$ cat config.mk
export PLATFORM = sky130hd
export DESIGN_NAME = dbg_uart_top
export DESIGN_NICKNAME = d
export VERILOG_FILES = /design/src/rtl/dbgu_pkg.sv /design/src/rtl/dbgu_baud.sv /design/src/rtl/dbgu_tx.sv /design/src/rtl/dbgu_rx.sv /design/src/rtl/dbg_uart_top.sv
export SDC_FILE = /design/constraint.sdc
export NUM_CORES = 1
export LEC_CHECK = 0
export BUFFER_PORTS_ARGS = -buffer_cell sky130_fd_sc_hd__buf_2
export CAP_MARGIN = 10
export CELL_PAD_IN_SITES_DETAIL_PLACEMENT = 1
export CELL_PAD_IN_SITES_GLOBAL_PLACEMENT = 2
export CORE_UTILIZATION = 40
export CTS_BUF_LIST = sky130_fd_sc_hd__clkbuf_8 sky130_fd_sc_hd__clkbuf_16
export CTS_CLUSTER_SIZE = 25
export DETAILED_ROUTE_END_ITERATION = 10
export PLACE_DENSITY = 0.91
export SYNTH_ARGS = -nofsm -noshare
export SYNTH_HDL_FRONTEND = slang
export SYNTH_HIERARCHICAL = 1
export SYNTH_SLANG_ARGS = --single-unit
$ cat constraint.sdc
create_clock -name clk -period 5.1 [get_ports clk]
set_input_delay 0 -clock clk [delete_from_list [all_inputs] [get_ports clk]]
set_output_delay 0 -clock clk [all_outputs]
set_load 0.01 [all_outputs]
$ cat src/rtl/dbgu_pkg.sv
package dbgu_pkg;
    localparam logic [5:0] OFS_CTRL  = 6'h00;
    localparam logic [5:0] OFS_MODE  = 6'h04;
    localparam logic [5:0] OFS_IEN   = 6'h08;
    localparam logic [5:0] OFS_IDIS  = 6'h0C;
    localparam logic [5:0] OFS_IMASK = 6'h10;
    localparam logic [5:0] OFS_STAT  = 6'h14;
    localparam logic [5:0] OFS_RHR   = 6'h18;
    localparam logic [5:0] OFS_THR   = 6'h1C;
    localparam logic [5:0] OFS_BAUD  = 6'h20;

    localparam int SB_RXRDY   = 0;
    localparam int SB_TXRDY   = 1;
    localparam int SB_TXEMPTY = 9;

    localparam int CB_RXEN  = 4;
    localparam int CB_RXDIS = 5;
    localparam int CB_TXEN  = 6;
    localparam int CB_TXDIS = 7;

    typedef enum logic [1:0] {TX_IDLE, TX_START, TX_DATA, TX_STOP} tx_state_t;
    typedef enum logic [1:0] {RX_IDLE, RX_START, RX_DATA, RX_STOP} rx_state_t;
endpackage

$ cat src/rtl/dbgu_baud.sv
module dbgu_baud #(
    parameter int CD_W = 16
) (
    input  logic            clk,
    input  logic            rst_n,
    input  logic [CD_W-1:0] cd,
    output logic            tick
);
    logic [CD_W-1:0] cnt_q;
    logic            wrap;

    assign wrap = (cd != '0) && (cnt_q >= cd - CD_W'(1));
    assign tick = wrap;

    always_ff @(posedge clk or negedge rst_n) begin
        if (!rst_n)          cnt_q <= '0;
        else if (cd == '0)   cnt_q <= '0;
        else if (wrap)       cnt_q <= '0;
        else                 cnt_q <= cnt_q + CD_W'(1);
    end
endmodule

$ cat src/rtl/dbgu_tx.sv
module dbgu_tx
    import dbgu_pkg::*;
#(
    parameter int DATA_W = 8,
    parameter int OVS    = 16
) (
    input  logic              clk,
    input  logic              rst_n,
    input  logic              tick,
    input  logic              load,
    input  logic [DATA_W-1:0] din,
    output logic              busy,
    output logic              done,
    output logic              txd
);
    localparam int TK_W = $clog2(OVS);
    localparam int BC_W = $clog2(DATA_W);

    tx_state_t         state, nxt;
    logic [TK_W-1:0]   tk_cnt;
    logic [BC_W-1:0]   bit_cnt;
    logic [DATA_W-1:0] shreg;
    logic              tk_last, bit_last;

    assign tk_last  = (tk_cnt == TK_W'(OVS - 1));
    assign bit_last = (bit_cnt == BC_W'(DATA_W - 1));

    always_ff @(posedge clk or negedge rst_n) begin
        if (!rst_n) state <= TX_IDLE;
        else        state <= nxt;
    end

    always_comb begin
        nxt = state;
        unique case (state)
            TX_IDLE:  if (load)                          nxt = TX_START;
            TX_START: if (tick && tk_last)               nxt = TX_DATA;
            TX_DATA:  if (tick && tk_last && bit_last)   nxt = TX_STOP;
            TX_STOP:  if (tick && tk_last)               nxt = TX_IDLE;
            default:                                     nxt = TX_IDLE;
        endcase
    end

    always_ff @(posedge clk or negedge rst_n) begin
        if (!rst_n) begin
            tk_cnt  <= '0;
            bit_cnt <= '0;
            shreg   <= '0;
        end else if (state == TX_IDLE) begin
            tk_cnt  <= '0;
            bit_cnt <= '0;
            if (load) shreg <= din;
        end else if (tick) begin
            tk_cnt <= tk_last ? '0 : tk_cnt + TK_W'(1);
            if (state == TX_DATA && tk_last) begin
                shreg   <= shreg >> 1;
                bit_cnt <= bit_last ? '0 : bit_cnt + BC_W'(1);
            end
        end
    end

    always_comb begin
        busy = (state != TX_IDLE);
        done = (state == TX_STOP) && tick && tk_last;
        unique case (state)
            TX_START: txd = 1'b0;
            TX_DATA:  txd = shreg[0];
            default:  txd = 1'b1;
        endcase
    end

    p_load_starts_r5: assert property (@(posedge clk) disable iff (!rst_n)
        (load && state == TX_IDLE) |=> (!txd && state == TX_START));
    p_stop_high_r5: assert property (@(posedge clk) disable iff (!rst_n)
        (state == TX_STOP) |-> txd);
endmodule

$ cat src/rtl/dbgu_rx.sv
module dbgu_rx
    import dbgu_pkg::*;
#(
    parameter int DATA_W = 8,
    parameter int OVS    = 16
) (
    input  logic              clk,
    input  logic              rst_n,
    input  logic              tick,
    input  logic              en,
    input  logic              rxd,
    output logic              valid,
    output logic [DATA_W-1:0] data
);
    localparam int TK_W = $clog2(OVS);
    localparam int BC_W = $clog2(DATA_W);

    rx_state_t         state, nxt;
    logic              s1, s2, prev;
    logic [TK_W-1:0]   tk_cnt;
    logic [BC_W-1:0]   bit_cnt;
    logic [DATA_W-1:0] shreg;
    logic              fall, tk_half, tk_last, bit_last;

    assign fall     = prev && !s2;
    assign tk_half  = (tk_cnt == TK_W'(OVS/2 - 1));
    assign tk_last  = (tk_cnt == TK_W'(OVS - 1));
    assign bit_last = (bit_cnt == BC_W'(DATA_W - 1));

    always_ff @(posedge clk or negedge rst_n) begin
        if (!rst_n) begin
            s1 <= 1'b1; s2 <= 1'b1; prev <= 1'b1;
        end else begin
            s1 <= rxd; s2 <= s1; prev <= s2;
        end
    end

    always_ff @(posedge clk or negedge rst_n) begin
        if (!rst_n) state <= RX_IDLE;
        else        state <= nxt;
    end

    always_comb begin
        nxt = state;
        unique case (state)
            RX_IDLE:  if (fall)                        nxt = RX_START;
            RX_START: if (tick && tk_half)             nxt = s2 ? RX_IDLE : RX_DATA;
            RX_DATA:  if (tick && tk_last && bit_last) nxt = RX_STOP;
            RX_STOP:  if (tick && tk_last)             nxt = RX_IDLE;
            default:                                   nxt = RX_IDLE;
        endcase
        if (!en) nxt = RX_IDLE;
    end

    always_ff @(posedge clk or negedge rst_n) begin
        if (!rst_n) begin
            tk_cnt  <= '0;
            bit_cnt <= '0;
            shreg   <= '0;
        end else if (state == RX_IDLE || (state == RX_START && tick && tk_half)) begin
            tk_cnt  <= '0;
            bit_cnt <= '0;
        end else if (tick) begin
            tk_cnt <= tk_last ? '0 : tk_cnt + TK_W'(1);
            if (state == RX_DATA && tk_last) begin
                shreg   <= {s2, shreg[DATA_W-1:1]};
                bit_cnt <= bit_last ? '0 : bit_cnt + BC_W'(1);
            end
        end
    end

    always_comb begin
        valid = en && (state == RX_STOP) && tick && tk_last && s2;
        data  = shreg;
    end

    p_rx_off_r8: assert property (@(posedge clk) disable iff (!rst_n)
        !en |=> (state == RX_IDLE));
    p_bad_stop_r11: assert property (@(posedge clk) disable iff (!rst_n)
        (state == RX_STOP && !s2) |-> !valid);
endmodule

$ cat src/rtl/dbg_uart_top.sv
module dbg_uart_top
    import dbgu_pkg::*;
#(
    parameter int CD_W   = 16,
    parameter int OVS    = 16,
    parameter int DATA_W = 8
) (
    input  logic        clk,
    input  logic        rst_n,
    input  logic        bus_sel,
    input  logic        bus_we,
    input  logic [5:0]  bus_addr,
    input  logic [31:0] bus_wdata,
    output logic [31:0] bus_rdata,
    input  logic        rx_i,
    output logic        tx_o,
    output logic        irq_o
);
    localparam logic [31:0] IMPL_BITS = (32'h1 << SB_RXRDY) | (32'h1 << SB_TXRDY)
                                      | (32'h1 << SB_TXEMPTY);

    logic [31:0]       mode_q, imr_q, sr_w;
    logic [CD_W-1:0]   cd_q;
    logic [DATA_W-1:0] rhr_q, thr_q, rx_data;
    logic              rxrdy_q, txrdy_q, txempty_q, rx_en_q;
    logic              tick, tx_busy, tx_done, rx_valid, tx_load;
    logic              wr, rd_rhr;

    assign wr      = bus_sel && bus_we;
    assign rd_rhr  = bus_sel && !bus_we && (bus_addr == OFS_RHR);
    assign tx_load = wr && (bus_addr == OFS_THR) && txrdy_q && !tx_busy;

    dbgu_baud #(.CD_W(CD_W)) u_baud (
        .clk(clk), .rst_n(rst_n), .cd(cd_q), .tick(tick)
    );

    dbgu_tx #(.DATA_W(DATA_W), .OVS(OVS)) u_tx (
        .clk(clk), .rst_n(rst_n), .tick(tick), .load(tx_load),
        .din(bus_wdata[DATA_W-1:0]), .busy(tx_busy), .done(tx_done), .txd(tx_o)
    );

    dbgu_rx #(.DATA_W(DATA_W), .OVS(OVS)) u_rx (
        .clk(clk), .rst_n(rst_n), .tick(tick), .en(rx_en_q), .rxd(rx_i),
        .valid(rx_valid), .data(rx_data)
    );

    always_ff @(posedge clk or negedge rst_n) begin
        if (!rst_n) begin
            mode_q    <= '0;
            imr_q     <= '0;
            cd_q      <= '0;
            rhr_q     <= '0;
            thr_q     <= '0;
            rxrdy_q   <= 1'b0;
            txrdy_q   <= 1'b1;
            txempty_q <= 1'b1;
            rx_en_q   <= 1'b0;
        end else begin
            if (tx_done) begin
                txrdy_q   <= 1'b1;
                txempty_q <= 1'b1;
            end
            if (rd_rhr) rxrdy_q <= 1'b0;
            if (rx_valid && !rxrdy_q) begin
                rhr_q   <= rx_data;
                rxrdy_q <= 1'b1;
            end
            if (tx_load) begin
                thr_q     <= bus_wdata[DATA_W-1:0];
                txrdy_q   <= 1'b0;
                txempty_q <= 1'b0;
            end
            if (wr) begin
                unique case (bus_addr)
                    OFS_CTRL: begin
                        if (bus_wdata[CB_TXDIS]) begin
                            txrdy_q   <= 1'b0;
                            txempty_q <= 1'b0;
                        end else if (bus_wdata[CB_TXEN]) begin
                            txrdy_q   <= 1'b1;
                            txempty_q <= 1'b1;
                        end
                        if (bus_wdata[CB_RXDIS])     rx_en_q <= 1'b0;
                        else if (bus_wdata[CB_RXEN]) rx_en_q <= 1'b1;
                    end
                    OFS_MODE: mode_q <= bus_wdata;
                    OFS_IEN:  imr_q  <= imr_q | (bus_wdata & IMPL_BITS);
                    OFS_IDIS: imr_q  <= imr_q & ~bus_wdata;
                    OFS_BAUD: cd_q   <= bus_wdata[CD_W-1:0];
                    default: ;
                endcase
            end
        end
    end

    always_comb begin
        sr_w = '0;
        sr_w[SB_RXRDY]   = rxrdy_q;
        sr_w[SB_TXRDY]   = txrdy_q;
        sr_w[SB_TXEMPTY] = txempty_q;
    end

    assign irq_o = |(imr_q & sr_w);

    always_comb begin
        bus_rdata = '0;
        if (bus_sel && !bus_we) begin
            unique case (bus_addr)
                OFS_MODE:  bus_rdata = mode_q;
                OFS_IMASK: bus_rdata = imr_q;
                OFS_STAT:  bus_rdata = sr_w;
                OFS_RHR:   bus_rdata = 32'(rhr_q);
                OFS_THR:   bus_rdata = 32'(thr_q);
                OFS_BAUD:  bus_rdata = 32'(cd_q);
                default:   bus_rdata = '0;
            endcase
        end
    end

    p_txdis_clears_r3: assert property (@(posedge clk) disable iff (!rst_n)
        (wr && bus_addr == OFS_CTRL && bus_wdata[CB_TXDIS]) |=> (!txrdy_q && !txempty_q));
    p_txen_sets_r3: assert property (@(posedge clk) disable iff (!rst_n)
        (wr && bus_addr == OFS_CTRL && bus_wdata[CB_TXEN] && !bus_wdata[CB_TXDIS])
        |=> (txrdy_q && txempty_q));
    p_thr_clears_r4: assert property (@(posedge clk) disable iff (!rst_n)
        tx_load |=> (!txrdy_q && !txempty_q && tx_busy));
    p_mask_ro_r6: assert property (@(posedge clk) disable iff (!rst_n)
        (wr && bus_addr == OFS_IMASK) |=> $stable(imr_q));
    p_rhr_read_r9: assert property (@(posedge clk) disable iff (!rst_n)
        (rd_rhr && rxrdy_q) |=> !rxrdy_q);
    p_rhr_hold_r10: assert property (@(posedge clk) disable iff (!rst_n)
        rxrdy_q |=> $stable(rhr_q));
endmodule

==> flow_summary.ini <==
[clocking]
ctsLongestPathBuffers = 2
cts_max_level = 4
path_clk_slew_ns = 0.06
post_cts_buffers = 0
worstSkewPairLatency_ns = 0.43
cts_buffers = 17
cts.sinks = 153
root_buffer = clkbuf_16
cts_tree = yes

[placed_design]
portBuffers = 76
routabilityCongestion = 0.847
post-dp-hpwl_um = 14200

[timing]
slew_viol_final = 0
tns_ns = 0
tightest_slew_ns = 1.11
period_share_pct = 91.7
slew_headroom_pct = 25.5
rsz0062_at_grt = no
setup_viol = 0
timing.fmax_ghz = 0.214
hold_violations = 0
fin_skew_ns = 0.0113
min_period_ns = 4.68

[synth]
synth_area_um2 = 7870
yosysSeqAreaShare_pct = 48.8
avgSynthCellArea_um2 = 11.4
yosys_warnings = 6
ys_types = 67
synth_flop_cell = dfrtp_1
synth_edf_count = 0
synthArstFlopShare_pct = 100
synth_fp_nets = 760
synth-seq-cells = 153
synthesis.instances = 688

[final_layout]
final_cell_mix = 148 x dfrtp_1, 75 x buf_2, 69 x nor2_1
layout-drive-gt1-share_pct = 25.4
final_util_pct = 49.1
antenna_cells = 0
fill_cells = 2078
area_growth_pct = 18.8
fin_nets = 861
final_common_cell = dfrtp_1

[global_route]
grt_use_total_pct = 22.7
grt_max_degree = 97
grt_pass1_vias = 6562
grt_pass1_wl_um = 35400
overflow = 0
antenna_found_initial = 0

[route]
drtPass1Iterations = 5
via_per_inst = 5.60
met1_length_um = 9330
vias = 5947
wire_per_inst_um = 20.3
dr_wl_met2_um = 11200
wirelength_um = 21600
wl_met3_um = 687
drt_iter0_drc = 376
top_layer = met4
drtAntennaViolNets = 0
route.detailed.drc = 0

[floorplan]
initial_core_util_pct = 41.4
dieArea_um2 = 20200
rows = 50
dieWidth_um = 142
core_um2 = 19000
die_h_um = 142
ios = 77

[critical_path]
worstPathArrival_ns = 4.99
crit_path_max_fanout = 8
critical_path_class = reg -> reg
crit_path_end_kind = flop
crit_required_ns = 5.41
cp-start-kind = flop

[outcome]
run_status = completed

[power_and_ir_drop]
power_density_nw_per_um2 = 336
p_leak_nw = 4.41
vdd_drop_max_uv = 218

[flow_run]
drv_cap = 0

[min_path]
hold_path.class = in -> reg
registers in the layout (all words and copies together) (netlist names), 2 cells and up, named ones only:
name	flops
u_rx/data	8
thr_q	8
u_tx/state	2
mode_q	32
u_rx/tk_cnt	4
u_tx/tk_cnt	4
rhr_q	8
cd_q	16
u_rx/state	2
u_baud/cnt_q	16
u_rx/bit_cnt	3
u_tx/shreg	8
imr_q	29
u_tx/bit_cnt	3
stage by stage:
stage	total power [W]	area [um2]	instances	worst slack (ns)	hold slack, ns
6_report	0.00314	9350	1062	0.424	0.0382
5_1_grt	0.00328	9350	1062	0.0336	0.0766
4_1_cts	0.00316	9330	1062	0.0872	0.0288
3_5_place_dp	0.00190	8420	996	0.0150	0.107
3_3_place_gp	0.00185	8420	996	0.388	0.106
2_1_floorplan	0.00172	7870	688	0.609	-0.296
kinds of logic (layout without fill, tap and decap cells):
group / after synthesis / count (layout) / share of synthesized area [%]
simple gates: 205 / 205 / 13.6
flops: 153 / 153 / 48.8
xor+xnor: 30 / 30 / 3.34
buf+inv: 52 / 166 / 3.48
fa+ha+maj: 29 / 29 / 4.61
compound gates: 130 / 130 / 12.1
mux: 89 / 89 / 14.1
report_power, final:
part	internal (W)	switching (W)	total, W
logic	0.000224	0.000316	0.000540
registers	0.00129	0.0000877	0.00138
clock network	0.000679	0.000550	0.00123
synth_stat cells, drive strengths merged (2+ instances only):
master,count,share of area (%)
a211oi,7,0.67
nor4,3,0.40
clkbuf,13,0.62
a21oi,19,1.3
o21ai,17,1.1
mux2i,14,1.8
buf,21,2.0
xor2,16,1.8
a21boi,29,2.8
a221oi,2,0.38
or4,3,0.33
and3,6,0.56
nand2b,5,0.40
o2bb2ai,3,0.33
or3,4,0.32
dfstp,5,1.7
a31oi,7,0.56
mux4,2,0.57
nand4,8,0.83
nor2b,4,0.32
nor2,73,3.7
and2,6,0.49
a21o,3,0.29
nor3b,5,0.68
xnor2,14,1.6
inv,18,0.86
nor3,13,0.83
mux2,73,12
dfrtp,148,47
ha,29,4.6
nor4b,2,0.38
a222oi,16,2.0
and4,2,0.22
a2111oi,2,0.22
a22oi,19,1.8
nand2,43,2.2
nand3,23,1.5
nand3b,2,0.19
final cells by class:
type | instances | area [um2] | share of cell area, %
sequential | 153 | 3830 | 41.0
multi-input combinational | 483 | 3780 | 40.5
timing repair buffer | 116 | 772 | 8.26
clock buffer | 17 | 425 | 4.55
tap | 260 | 325 | 3.48
clock inverter | 15 | 140 | 1.50
inverter | 18 | 67.6 | 0.723
final timing paths:
kind | to | depth (start not counted) | start | slack (ns)
worst min-delay path | txrdy_q | 5 | bus_we | 0.04
worst max-delay path | rhr_q[4] | 15 | cd_q[3] | 0.42
worst min register to register | u_rx/s2 | 0 | u_rx/s1 | 0.36
worst max register to register | rhr_q[4] | 15 | cd_q[3] | 0.42
min in group asynchronous | u_baud/cnt_q[11] | 2 | rst_n | 0.20
max in group asynchronous | imr_q[24] | 3 | rst_n | 3.63
worst max-delay path, stage by stage (launching register included):
cell	delay (ns)
dfrtp_1	0.43
or4_1	0.64
nor4_4	0.28
nand2_1	0.15
nor2_1	0.19
xnor2_1	0.09
ha_1	0.31
nand4_1	0.12
or2_2	0.33
a2111oi_1	0.39
nor3_1	0.11
nor2_2	0.28
nand4_4	0.20
nor3_1	0.33
nor2b_4	0.33
mux2_2	0.37
layer usage:
layer | GRT usage (%) | vias up
met5 | 0 | -
met4 | 7.81 | 0
met3 | 3.60 | 31
met2 | 39.9 | 126
met1 | 28.2 | 3095
li1 | - | 2695
repair_timing:
action | CTS | global route
gates resized for setup | 1 | 4
endpoints found under the hold margin | 179 | 0
endpoints found under the setup margin | 8 | 11
hold buffers | 34 | 0
Power figures use the tool's default switching activity.
